File: src/rtl/boot_dl_pkg.sv
// Package: shared constants and the sequencer state type.
// Assumes 8-bit UART bytes and a 16-bit RAM address space.
package boot_dl_pkg;
    localparam logic [7:0] CONF_BYTE  = 8'h55;
    localparam logic [7:0] READY_BYTE = 8'hAA;
    localparam logic [7:0] ERROR_BYTE = 8'hFF;

    typedef enum logic [3:0] {
        S_IDLE,      // waiting for rate lock
        S_CONF,      // waiting for host confirmation
        S_CHK,       // flash blank check in progress
        S_ERASE,     // flash erase in progress
        S_RDY_TX,    // sending ready byte
        S_LEN_HI,    // receiving length high byte
        S_LEN_HI_EC, // echoing length high byte
        S_LEN_LO,    // receiving length low byte
        S_LEN_LO_EC, // echoing length low byte
        S_DATA,      // receiving program byte
        S_DATA_EC,   // echoing program byte
        S_DONE_TX,   // sending completion byte
        S_START,     // start pulse cycle
        S_FIN,       // finished, inert
        S_ERR_TX,    // sending error byte
        S_HALT       // halted on error
    } seq_state_t;
endpackage

File: src/rtl/boot_dl_len.sv
// Length capture: stores the two length bytes, high byte first, and
// reports whether the assembled count lies in 1..MAX_LEN.
// Assumes the capture strobes come only on accepted RX bytes.
module boot_dl_len #(
    parameter int LEN_W   = 16,
    parameter int MAX_LEN = 910
) (
    input  logic             clk,
    input  logic             rst_n,
    input  logic             cap_hi,
    input  logic             cap_lo,
    input  logic [7:0]       byte_in,
    output logic [LEN_W-1:0] len,
    output logic             len_ok
);
    localparam int HALF = LEN_W / 2;

    logic [HALF-1:0] hi_q;
    logic [HALF-1:0] lo_q;

    // Capture each half of the count as it arrives.
    always_ff @(posedge clk) begin
        if (!rst_n) begin
            hi_q <= '0;
            lo_q <= '0;
        end else begin
            if (cap_hi) hi_q <= byte_in;
            if (cap_lo) lo_q <= byte_in;
        end
    end

    // Assemble the count and apply the range rule.
    always_comb begin
        len    = {hi_q, lo_q};
        len_ok = (len != '0) && (len <= LEN_W'(MAX_LEN));
    end
endmodule

File: src/rtl/boot_dl_ctr.sv
// Load counter: holds the RAM write address and the remaining byte
// count. A load resets both; each step advances the address and
// decrements the count. Assumes step never comes while the count is zero.
module boot_dl_ctr #(
    parameter int          ADDR_W  = 16,
    parameter int          LEN_W   = 16,
    parameter int          MAX_LEN = 910,
    parameter logic [15:0] BASE    = 16'hFBE0
) (
    input  logic              clk,
    input  logic              rst_n,
    input  logic              load,
    input  logic [LEN_W-1:0]  len,
    input  logic              step,
    output logic [ADDR_W-1:0] addr,
    output logic              zero
);
    localparam logic [ADDR_W-1:0] LAST_ADDR = ADDR_W'(BASE) + ADDR_W'(MAX_LEN - 1);

    logic [LEN_W-1:0] remain_q;

    // Track the write address and the remaining count.
    always_ff @(posedge clk) begin
        if (!rst_n) begin
            addr     <= ADDR_W'(BASE);
            remain_q <= '0;
        end else if (load) begin
            addr     <= ADDR_W'(BASE);
            remain_q <= len;
        end else if (step) begin
            addr     <= addr + 1'b1;
            remain_q <= remain_q - 1'b1;
        end
    end

    // Flag when the remaining count is exhausted.
    always_comb zero = (remain_q == '0);

    AST_ADDR_WINDOW: assert property (@(posedge clk) disable iff (!rst_n)
        step |-> (addr >= ADDR_W'(BASE)) && (addr <= LAST_ADDR));
    AST_NO_UNDERFLOW: assert property (@(posedge clk) disable iff (!rst_n)
        step |-> !zero);
endmodule

File: src/rtl/boot_dl_seq.sv
// Boot download sequencer: confirmation, flash check and erase,
// length and data reception with echo, RAM load and start.
// Assumes one-cycle done pulses from the flash controller, and that
// rx_data is held steady while rx_valid is high.
module boot_dl_seq
    import boot_dl_pkg::*;
#(
    parameter int          ADDR_W  = 16,
    parameter int          LEN_W   = 16,
    parameter int          MAX_LEN = 910,
    parameter logic [15:0] BASE    = 16'hFBE0
) (
    input  logic              clk,
    input  logic              rst_n,
    input  logic              rate_locked,
    input  logic [7:0]        rx_data,
    input  logic              rx_valid,
    output logic              rx_ready,
    output logic [7:0]        tx_data,
    output logic              tx_valid,
    input  logic              tx_ready,
    output logic              flash_chk_req,
    input  logic              flash_chk_done,
    input  logic              flash_blank,
    output logic              flash_erase_req,
    input  logic              flash_erase_done,
    input  logic              flash_erase_ok,
    output logic              ram_we,
    output logic [ADDR_W-1:0] ram_addr,
    output logic [7:0]        ram_wdata,
    output logic              start_pulse,
    output logic [ADDR_W-1:0] start_addr,
    output logic              halted
);
    seq_state_t       state_q, state_d;
    logic [7:0]       echo_q;
    logic             rx_take;
    logic             cap_hi, cap_lo, ctr_load, ctr_step;
    logic [LEN_W-1:0] len;
    logic             len_ok;
    logic             ctr_zero;

    boot_dl_len #(.LEN_W(LEN_W), .MAX_LEN(MAX_LEN)) u_len (
        .clk(clk), .rst_n(rst_n), .cap_hi(cap_hi), .cap_lo(cap_lo),
        .byte_in(rx_data), .len(len), .len_ok(len_ok)
    );

    boot_dl_ctr #(.ADDR_W(ADDR_W), .LEN_W(LEN_W), .MAX_LEN(MAX_LEN), .BASE(BASE)) u_ctr (
        .clk(clk), .rst_n(rst_n), .load(ctr_load), .len(len),
        .step(ctr_step), .addr(ram_addr), .zero(ctr_zero)
    );

    // Decode handshake outputs from the current state.
    always_comb begin
        rx_ready        = (state_q == S_CONF) || (state_q == S_LEN_HI) ||
                          (state_q == S_LEN_LO) || (state_q == S_DATA);
        rx_take         = rx_ready && rx_valid;
        tx_valid        = (state_q == S_RDY_TX) || (state_q == S_LEN_HI_EC) ||
                          (state_q == S_LEN_LO_EC) || (state_q == S_DATA_EC) ||
                          (state_q == S_DONE_TX) || (state_q == S_ERR_TX);
        unique case (state_q)
            S_RDY_TX, S_DONE_TX: tx_data = READY_BYTE;
            S_ERR_TX:            tx_data = ERROR_BYTE;
            default:             tx_data = echo_q;
        endcase
        flash_chk_req   = (state_q == S_CHK);
        flash_erase_req = (state_q == S_ERASE);
        cap_hi          = (state_q == S_LEN_HI) && rx_valid;
        cap_lo          = (state_q == S_LEN_LO) && rx_valid;
        ctr_load        = (state_q == S_LEN_LO_EC) && tx_ready;
        ctr_step        = (state_q == S_DATA) && rx_valid;
        ram_we          = ctr_step;
        ram_wdata       = rx_data;
        start_pulse     = (state_q == S_START);
        start_addr      = ADDR_W'(BASE);
        halted          = (state_q == S_HALT);
    end

    // Choose the next protocol step.
    always_comb begin
        state_d = state_q;
        unique case (state_q)
            S_IDLE:      if (rate_locked) state_d = S_CONF;
            S_CONF:      if (rx_take && rx_data == CONF_BYTE) state_d = S_CHK;
            S_CHK:       if (flash_chk_done) state_d = flash_blank ? S_RDY_TX : S_ERASE;
            S_ERASE:     if (flash_erase_done) state_d = flash_erase_ok ? S_RDY_TX : S_ERR_TX;
            S_RDY_TX:    if (tx_ready) state_d = S_LEN_HI;
            S_LEN_HI:    if (rx_take) state_d = S_LEN_HI_EC;
            S_LEN_HI_EC: if (tx_ready) state_d = S_LEN_LO;
            S_LEN_LO:    if (rx_take) state_d = S_LEN_LO_EC;
            S_LEN_LO_EC: if (tx_ready) state_d = len_ok ? S_DATA : S_ERR_TX;
            S_DATA:      if (rx_take) state_d = S_DATA_EC;
            S_DATA_EC:   if (tx_ready) state_d = ctr_zero ? S_DONE_TX : S_DATA;
            S_DONE_TX:   if (tx_ready) state_d = S_START;
            S_START:     state_d = S_FIN;
            S_FIN:       state_d = S_FIN;
            S_ERR_TX:    if (tx_ready) state_d = S_HALT;
            S_HALT:      state_d = S_HALT;
            default:     state_d = S_HALT;
        endcase
    end

    // Register the state and the byte to echo.
    always_ff @(posedge clk) begin
        if (!rst_n) begin
            state_q <= S_IDLE;
            echo_q  <= '0;
        end else begin
            state_q <= state_d;
            if (rx_take) echo_q <= rx_data;
        end
    end

    AST_CONF_IGNORE: assert property (@(posedge clk) disable iff (!rst_n)
        (state_q == S_CONF && rx_valid && rx_data != CONF_BYTE) |=> (state_q == S_CONF));
    AST_BLANK_NO_ERASE: assert property (@(posedge clk) disable iff (!rst_n)
        (flash_chk_req && flash_chk_done && flash_blank) |=> !flash_erase_req);
    AST_HALT_STICKY: assert property (@(posedge clk) disable iff (!rst_n)
        halted |=> (halted && !tx_valid && !rx_ready));
    AST_ECHO_BLOCKS_RX: assert property (@(posedge clk) disable iff (!rst_n)
        tx_valid |-> !rx_ready);
    AST_START_ONCE: assert property (@(posedge clk) disable iff (!rst_n)
        start_pulse |=> !start_pulse);
    AST_TX_HOLD: assert property (@(posedge clk) disable iff (!rst_n)
        (tx_valid && !tx_ready) |=> (tx_valid && $stable(tx_data)));
endmodule

File: config.mk
export PLATFORM = sky130hd
export DESIGN_NAME = boot_dl_seq
export DESIGN_NICKNAME = d
export VERILOG_FILES = /design/src/rtl/boot_dl_pkg.sv /design/src/rtl/boot_dl_len.sv /design/src/rtl/boot_dl_ctr.sv /design/src/rtl/boot_dl_seq.sv
export SDC_FILE = /design/constraint.sdc
export NUM_CORES = 1
export LEC_CHECK = 0
export BUFFER_PORTS_ARGS = -buffer_cell sky130_fd_sc_hd__buf_4
export CORE_MARGIN = 4
export CORE_UTILIZATION = 54
export CTS_CLUSTER_SIZE = 10
export DETAILED_ROUTE_END_ITERATION = 6
export PLACE_DENSITY = 0.8
export SLEW_MARGIN = 20
export SYNTH_ARGS = -nofsm -noshare
export SYNTH_HDL_FRONTEND = slang
export SYNTH_SLANG_ARGS = --single-unit
File: constraint.sdc
create_clock -name clk -period 2.5 [get_ports clk]
set_input_delay 0.25 -clock clk [delete_from_list [all_inputs] [get_ports clk]]
set_output_delay 0.25 -clock clk [all_outputs]
set_load 0.1 [all_outputs]
After elaboration in Yosys (flattened, before gate mapping)
Cells that the tools add are included. W data, S select, Z words.

Order comparisons: 1. Add/sub/neg operators: 2. Eq/ne operators: 29. Mux-type cells: 21. Reduce and logical (&&, ||, !) cells: 23. Bitwise logic cells: 1.

Operators with widths (number): $pmux W4 S15 (1); $mux W4 (14); $eq A4 B4 Y1 const B (8); $mux W16 (2); $ne A2 B2 Y1 const B (10); $add A16 B1 Y16 const B (1); $eq A4 B3 Y1 const B (4); $le A16 B10 Y1 const B (1); $logic_not A16 Y1 (1); $pmux W8 S2 (1); $reduce_bool A16 Y1 (1); $sub A16 B1 Y16 const B (1); $reduce_and A13 Y1 (1); $eq A4 B2 Y1 const B (2); $eq A8 B7 Y1 const B (1); $logic_or A1 B1 Y1 (8); $logic_and A1 B1 Y1 (7); $mux W3 (2); $ne A2 B1 Y1 const B (3); $reduce_or A2 Y1 (3); $eq A4 B1 Y1 const B (1); $logic_not A4 Y1 (1); $mux W2 (1); $reduce_bool A2 Y1 (1); $not A1 Y1 (1).

Output and inout port bits: 55. Register bits: 60. Logic and storage cells: 83. Bits of input ports: 17.

Logic depth before layout (Yosys ltp)
Word-level depth: 8. Depth in mapped cells: 8. Gate-level depth less buffers: 6.

By module
A second synthesis with hierarchy kept.

Cell total of the unflattened synthesis: 396. Area, all modules: 3420.8 sq um.

Modules (own cells, without submodules): boot_dl_ctr (area an instance 1601.5 sq um, instances 1, sequential area each 640.6 sq um, cells an instance 182); boot_dl_seq (area an instance 1153.6 sq um, instances 1, sequential area each 240.2 sq um, cells an instance 153); boot_dl_len (area an instance 665.6 sq um, instances 1, sequential area each 320.3 sq um, cells an instance 61).

Worst setup path after synthesis
No wires, ideal clock.

Path kind: register to register. Start point: register state_q[3]. End point: register state_q[0]. Slack: -1.566 ns. Stages on the path, launching flop included: 7. Setup time: 0.072 ns. Period minus slack after synthesis: 4.066 ns. Arrival time: 3.994 ns. Path buffers: 1. Data required time: 2.428 ns. Path through: dfxtp_1 -> and2_0 -> clkbuf_1 -> a221oi_1 -> a221oi_1 -> o211ai_1 -> mux2i_1.

Cells in the longest elaborated chain, start to end: 8. Elaborated cells on any way between the ends: 37. Classes of those cells: 28 x eq/ne; 1 x mux; 8 x reduce/logical.

RTL lines: from (decl) (RTL line boot_dl_seq.sv:35) `seq_state_t state_q, state_d;`; from (signal assigned) (RTL line boot_dl_seq.sv:109) `state_q <= state_d;`; $eq A4 B1 Y1 or $eq A4 B3 Y1 (tied branches) (RTL line boot_dl_seq.sv:55, boot_dl_seq.sv:82); $logic_or A1 B1 Y1 (2 in series) (RTL line boot_dl_seq.sv:55) `rx_ready = (state_q == S_CONF) || (state_q == S_LEN_HI) ||`; $logic_or A1 B1 Y1 (RTL line boot_dl_seq.sv:56) `(state_q == S_LEN_LO) || (state_q == S_DATA);`; $logic_and A1 B1 Y1 (RTL line boot_dl_seq.sv:57) `rx_take = rx_ready && rx_valid;`; $logic_and A1 B1 Y1 (RTL line boot_dl_seq.sv:84) `S_CONF: if (rx_take && rx_data == CONF_BYTE) state_d = S_CHK;`; $ne A2 B1 Y1 (no line); $reduce_and A13 Y1 (no line).

Parallel ways exist; a longest one is shown, timed or not. A chain may end at the register's enable or synchronous reset.

Final worst setup path
Start point: register state_q[3]. End point: output port ram_we.

Cells in the longest elaborated chain, start to end: 2.

RTL lines: $eq A4 B4 Y1 (RTL line boot_dl_seq.sv:71) `ctr_step = (state_q == S_DATA) && rx_valid;`; $logic_and A1 B1 Y1 (RTL line boot_dl_seq.sv:71); to (decl) (RTL line boot_dl_seq.sv:28) `output logic ram_we,`.

No other way between the ends.

==> flow_summary.toml <==
[drt]
dr.pass1.iters = 5
routed_wl_um = 8210
wl_per_cell_um = 15.9
final_antenna_net_count = 0
viasPerCell = 5.85
drt_iter0_markers = 173
num_vias = 3023
drc = 0

[place]
portBuffers = 55
place_congestion = 0.883
dp.cells = 501
dp_hpwl_um = 5980

[logic_synthesis]
synth_cell_types = 55
syn_area_per_cell_um2 = 8.25
ys.flop_type = "dfxtp_1"
synth_cells = 393
ys_seq_area_share_pct = 37.1
synth_edf_count = 0
ys_seq_elements = 60
async_flop_share_pct = 0
synth_warnings = 0
synth_area_um2 = 3240

[global_route]
grt_remaining_overflow = 0
grt_pass1_vias = 2741
grt_pass1_wl_um = 13400
grt.total_usage_pct = 22.7
grt_max_degree = 43
antenna_found_initial = 0

[timing]
slew_headroom_pct = 58.9
fmax_mhz = 436
final.min_clock_period_ns = 2.30
tightest_slew_ns = 0.614
rsz0062_at_grt = "false"
finalHoldWorstSlack_ns = 0.108
hold_viol = 0
finalCritPeriodShare_pct = 91.8
setup_violations = 0
finalMaxSlewViolations = 0
worst_clock_skew_ns = 0.00896

[power]
p_leak_nw = 1.60
ir_drop_v = 0.000543
total_power_w = 0.00279
powerDensity_nw_per_um2 = 715

[worst_setup_path]
worstSetupStartpointType = "flip-flop"
cp.arrival_ns = 2.05
critPathRequiredTime_ns = 2.25
worstSetupEndpointType = "primary output"
critical_path_peak_fanout = 17
critPathKind = "flip-flop to primary output"

[final_layout]
areaGrowthSynthToFinish_pct = 20.4
seq_area_um2 = 1210
fin_nets = 459
diodes = 0
multi_input_area_um2 = 1840
drive_gt1_share_pct = 23.4
layout.cells.most_common_list = "buf_4 (63), dfxtp_1 (55), nor2_1 (48)"
final_common_cell = "buf_4"
stdcell_count = 517
final.fill_count = 474

[clock_network]
clk_latency_ns = 0.34
clk_pin_slew_ns = 0.07
cts_sinks = 60
cts_buffers = 9
htree_levels = 3
cts_tree = "built"
post_cts_buffers = 0
cts_root_buf = "clkbuf_8"
max-clock-path-buffers = 2

[hold_path]
min_path_type = "primary input to flip-flop"

[die]
die_area_um2 = 7310
core-area_um2 = 5680
initial_core_util_pct = 57.1
ios = 72
die_y_um = 85.5
dieWidth_um = 85.5
placementRows = 27

[job]
maxCapViolCount = 0

[status]
status = "complete, no violations"
-- worst paths after layout --
check	start	end	slack (ns)	cells after the start
worst max register to register	state_q[3]	state_q[0]	0.25	5
worst max-delay path	state_q[3]	ram_we	0.20	5
worst min register to register	u_ctr.remain_q[13]	u_ctr.remain_q[13]	0.48	2
worst min-delay path	rate_locked	state_q[3]	0.11	2
-- where the power goes --
group / total (W) / switching, W / internal (W) / leakage [nW]
Combinational: 0.000666 / 0.000499 / 0.000167 / 0.986
Clock: 0.00110 / 0.000388 / 0.000716 / 0.127
Sequential: 0.00102 / 0.0000383 / 0.000982 / 0.483
Total: 0.00279 / 0.000925 / 0.00187 / 1.60
-- logic make-up (layout without fill, tap and decap cells) --
family,count (synthesis),after routing,synth area share (%)
other cells,2,16,0.232
flops,60,60,37.1
mux,26,26,8.03
simple gates,161,161,25.6
compound gates,78,78,16.2
buf+inv,53,91,9.07
xor+xnor,11,11,2.97
fa+ha+maj,2,2,0.772
-- synth_stat cells (3+ instances only) --
library cell | n | area [um2]
clkbuf_1 | 12 | 45.0
nor2b_1 | 3 | 18.8
mux2i_1 | 26 | 260
nor4_1 | 8 | 50.1
o2bb2a_1 | 3 | 30.0
nor2_1 | 48 | 180
xnor2_1 | 7 | 61.3
or4_1 | 4 | 30.0
inv_1 | 11 | 41.3
or2_2 | 6 | 37.5
o211ai_1 | 7 | 52.6
nand4_1 | 7 | 43.8
or4_4 | 3 | 33.8
nand3_1 | 17 | 85.1
buf_4 | 24 | 180
a31oi_1 | 4 | 25.0
buf_2 | 4 | 20.0
a221oi_1 | 4 | 35.0
o311ai_0 | 3 | 26.3
a211oi_1 | 4 | 30.0
dfxtp_1 | 60 | 1200
nand2_1 | 32 | 120
xor2_1 | 4 | 35.0
a21oi_1 | 24 | 120
o21ai_0 | 10 | 50.1
or3_1 | 7 | 43.8
and3_1 | 4 | 25.0
nor3_1 | 8 | 40.0
-- per-stage QoR --
stage                     worst slack [ns]  util, %  setup TNS, ns  area [um2]
after floorplan                     -0.568        -          -2.67        3330
after global placement               0.303     64.2              0        3640
after detailed placement             0.282     64.2              0        3640
after CTS                           0.0353     68.6              0        3890
after global routing                0.0205     68.8              0        3900
final                                0.204     68.8              0        3900
-- routing by layer --
layer	wire length, um	vias to the layer above	global-route usage, %
met5	0	-	0
li1	-	1480	-
met1	3760	1435	30.8
met2	3880	99	35.2
met4	85	0	7.19
met3	477	9	6.12
-- cell type report --
| cell class | instances | share of cell area, % |
|---|---|---|
| Tap cell | 72 | 2.31 |
| Clock buffer | 12 | 3.98 |
| Multi-Input combinational cell | 294 | 47.1 |
| Sequential cell | 60 | 30.9 |
| Inverter | 12 | 1.15 |
| Timing Repair Buffer | 63 | 12.1 |
| Clock inverter | 4 | 2.44 |
-- flip-flops by register name, indices dropped and copies added, names as in the netlist --
name / cells
u_len.lo_q: 8
echo_q: 8
u_ctr.remain_q: 16
u_len.hi_q: 8
u_ctr.addr: 16
state_q: 4
-- worst max-delay path: stages, from the launching register on --
cell,delay (ns)
dfxtp_1,0.65
and3b_1,0.28
nand2_1,0.08
inv_1,0.19
buf_4,0.20
buf_4,0.30
-- what timing repair did --
| action | in CTS | in global routing |
|---|---|---|
| gates resized for setup | 0 | 2 |
| setup endpoints to repair | 0 | 4 |
| hold buffers | 0 | 0 |
(Power assumes the default switching activity.)
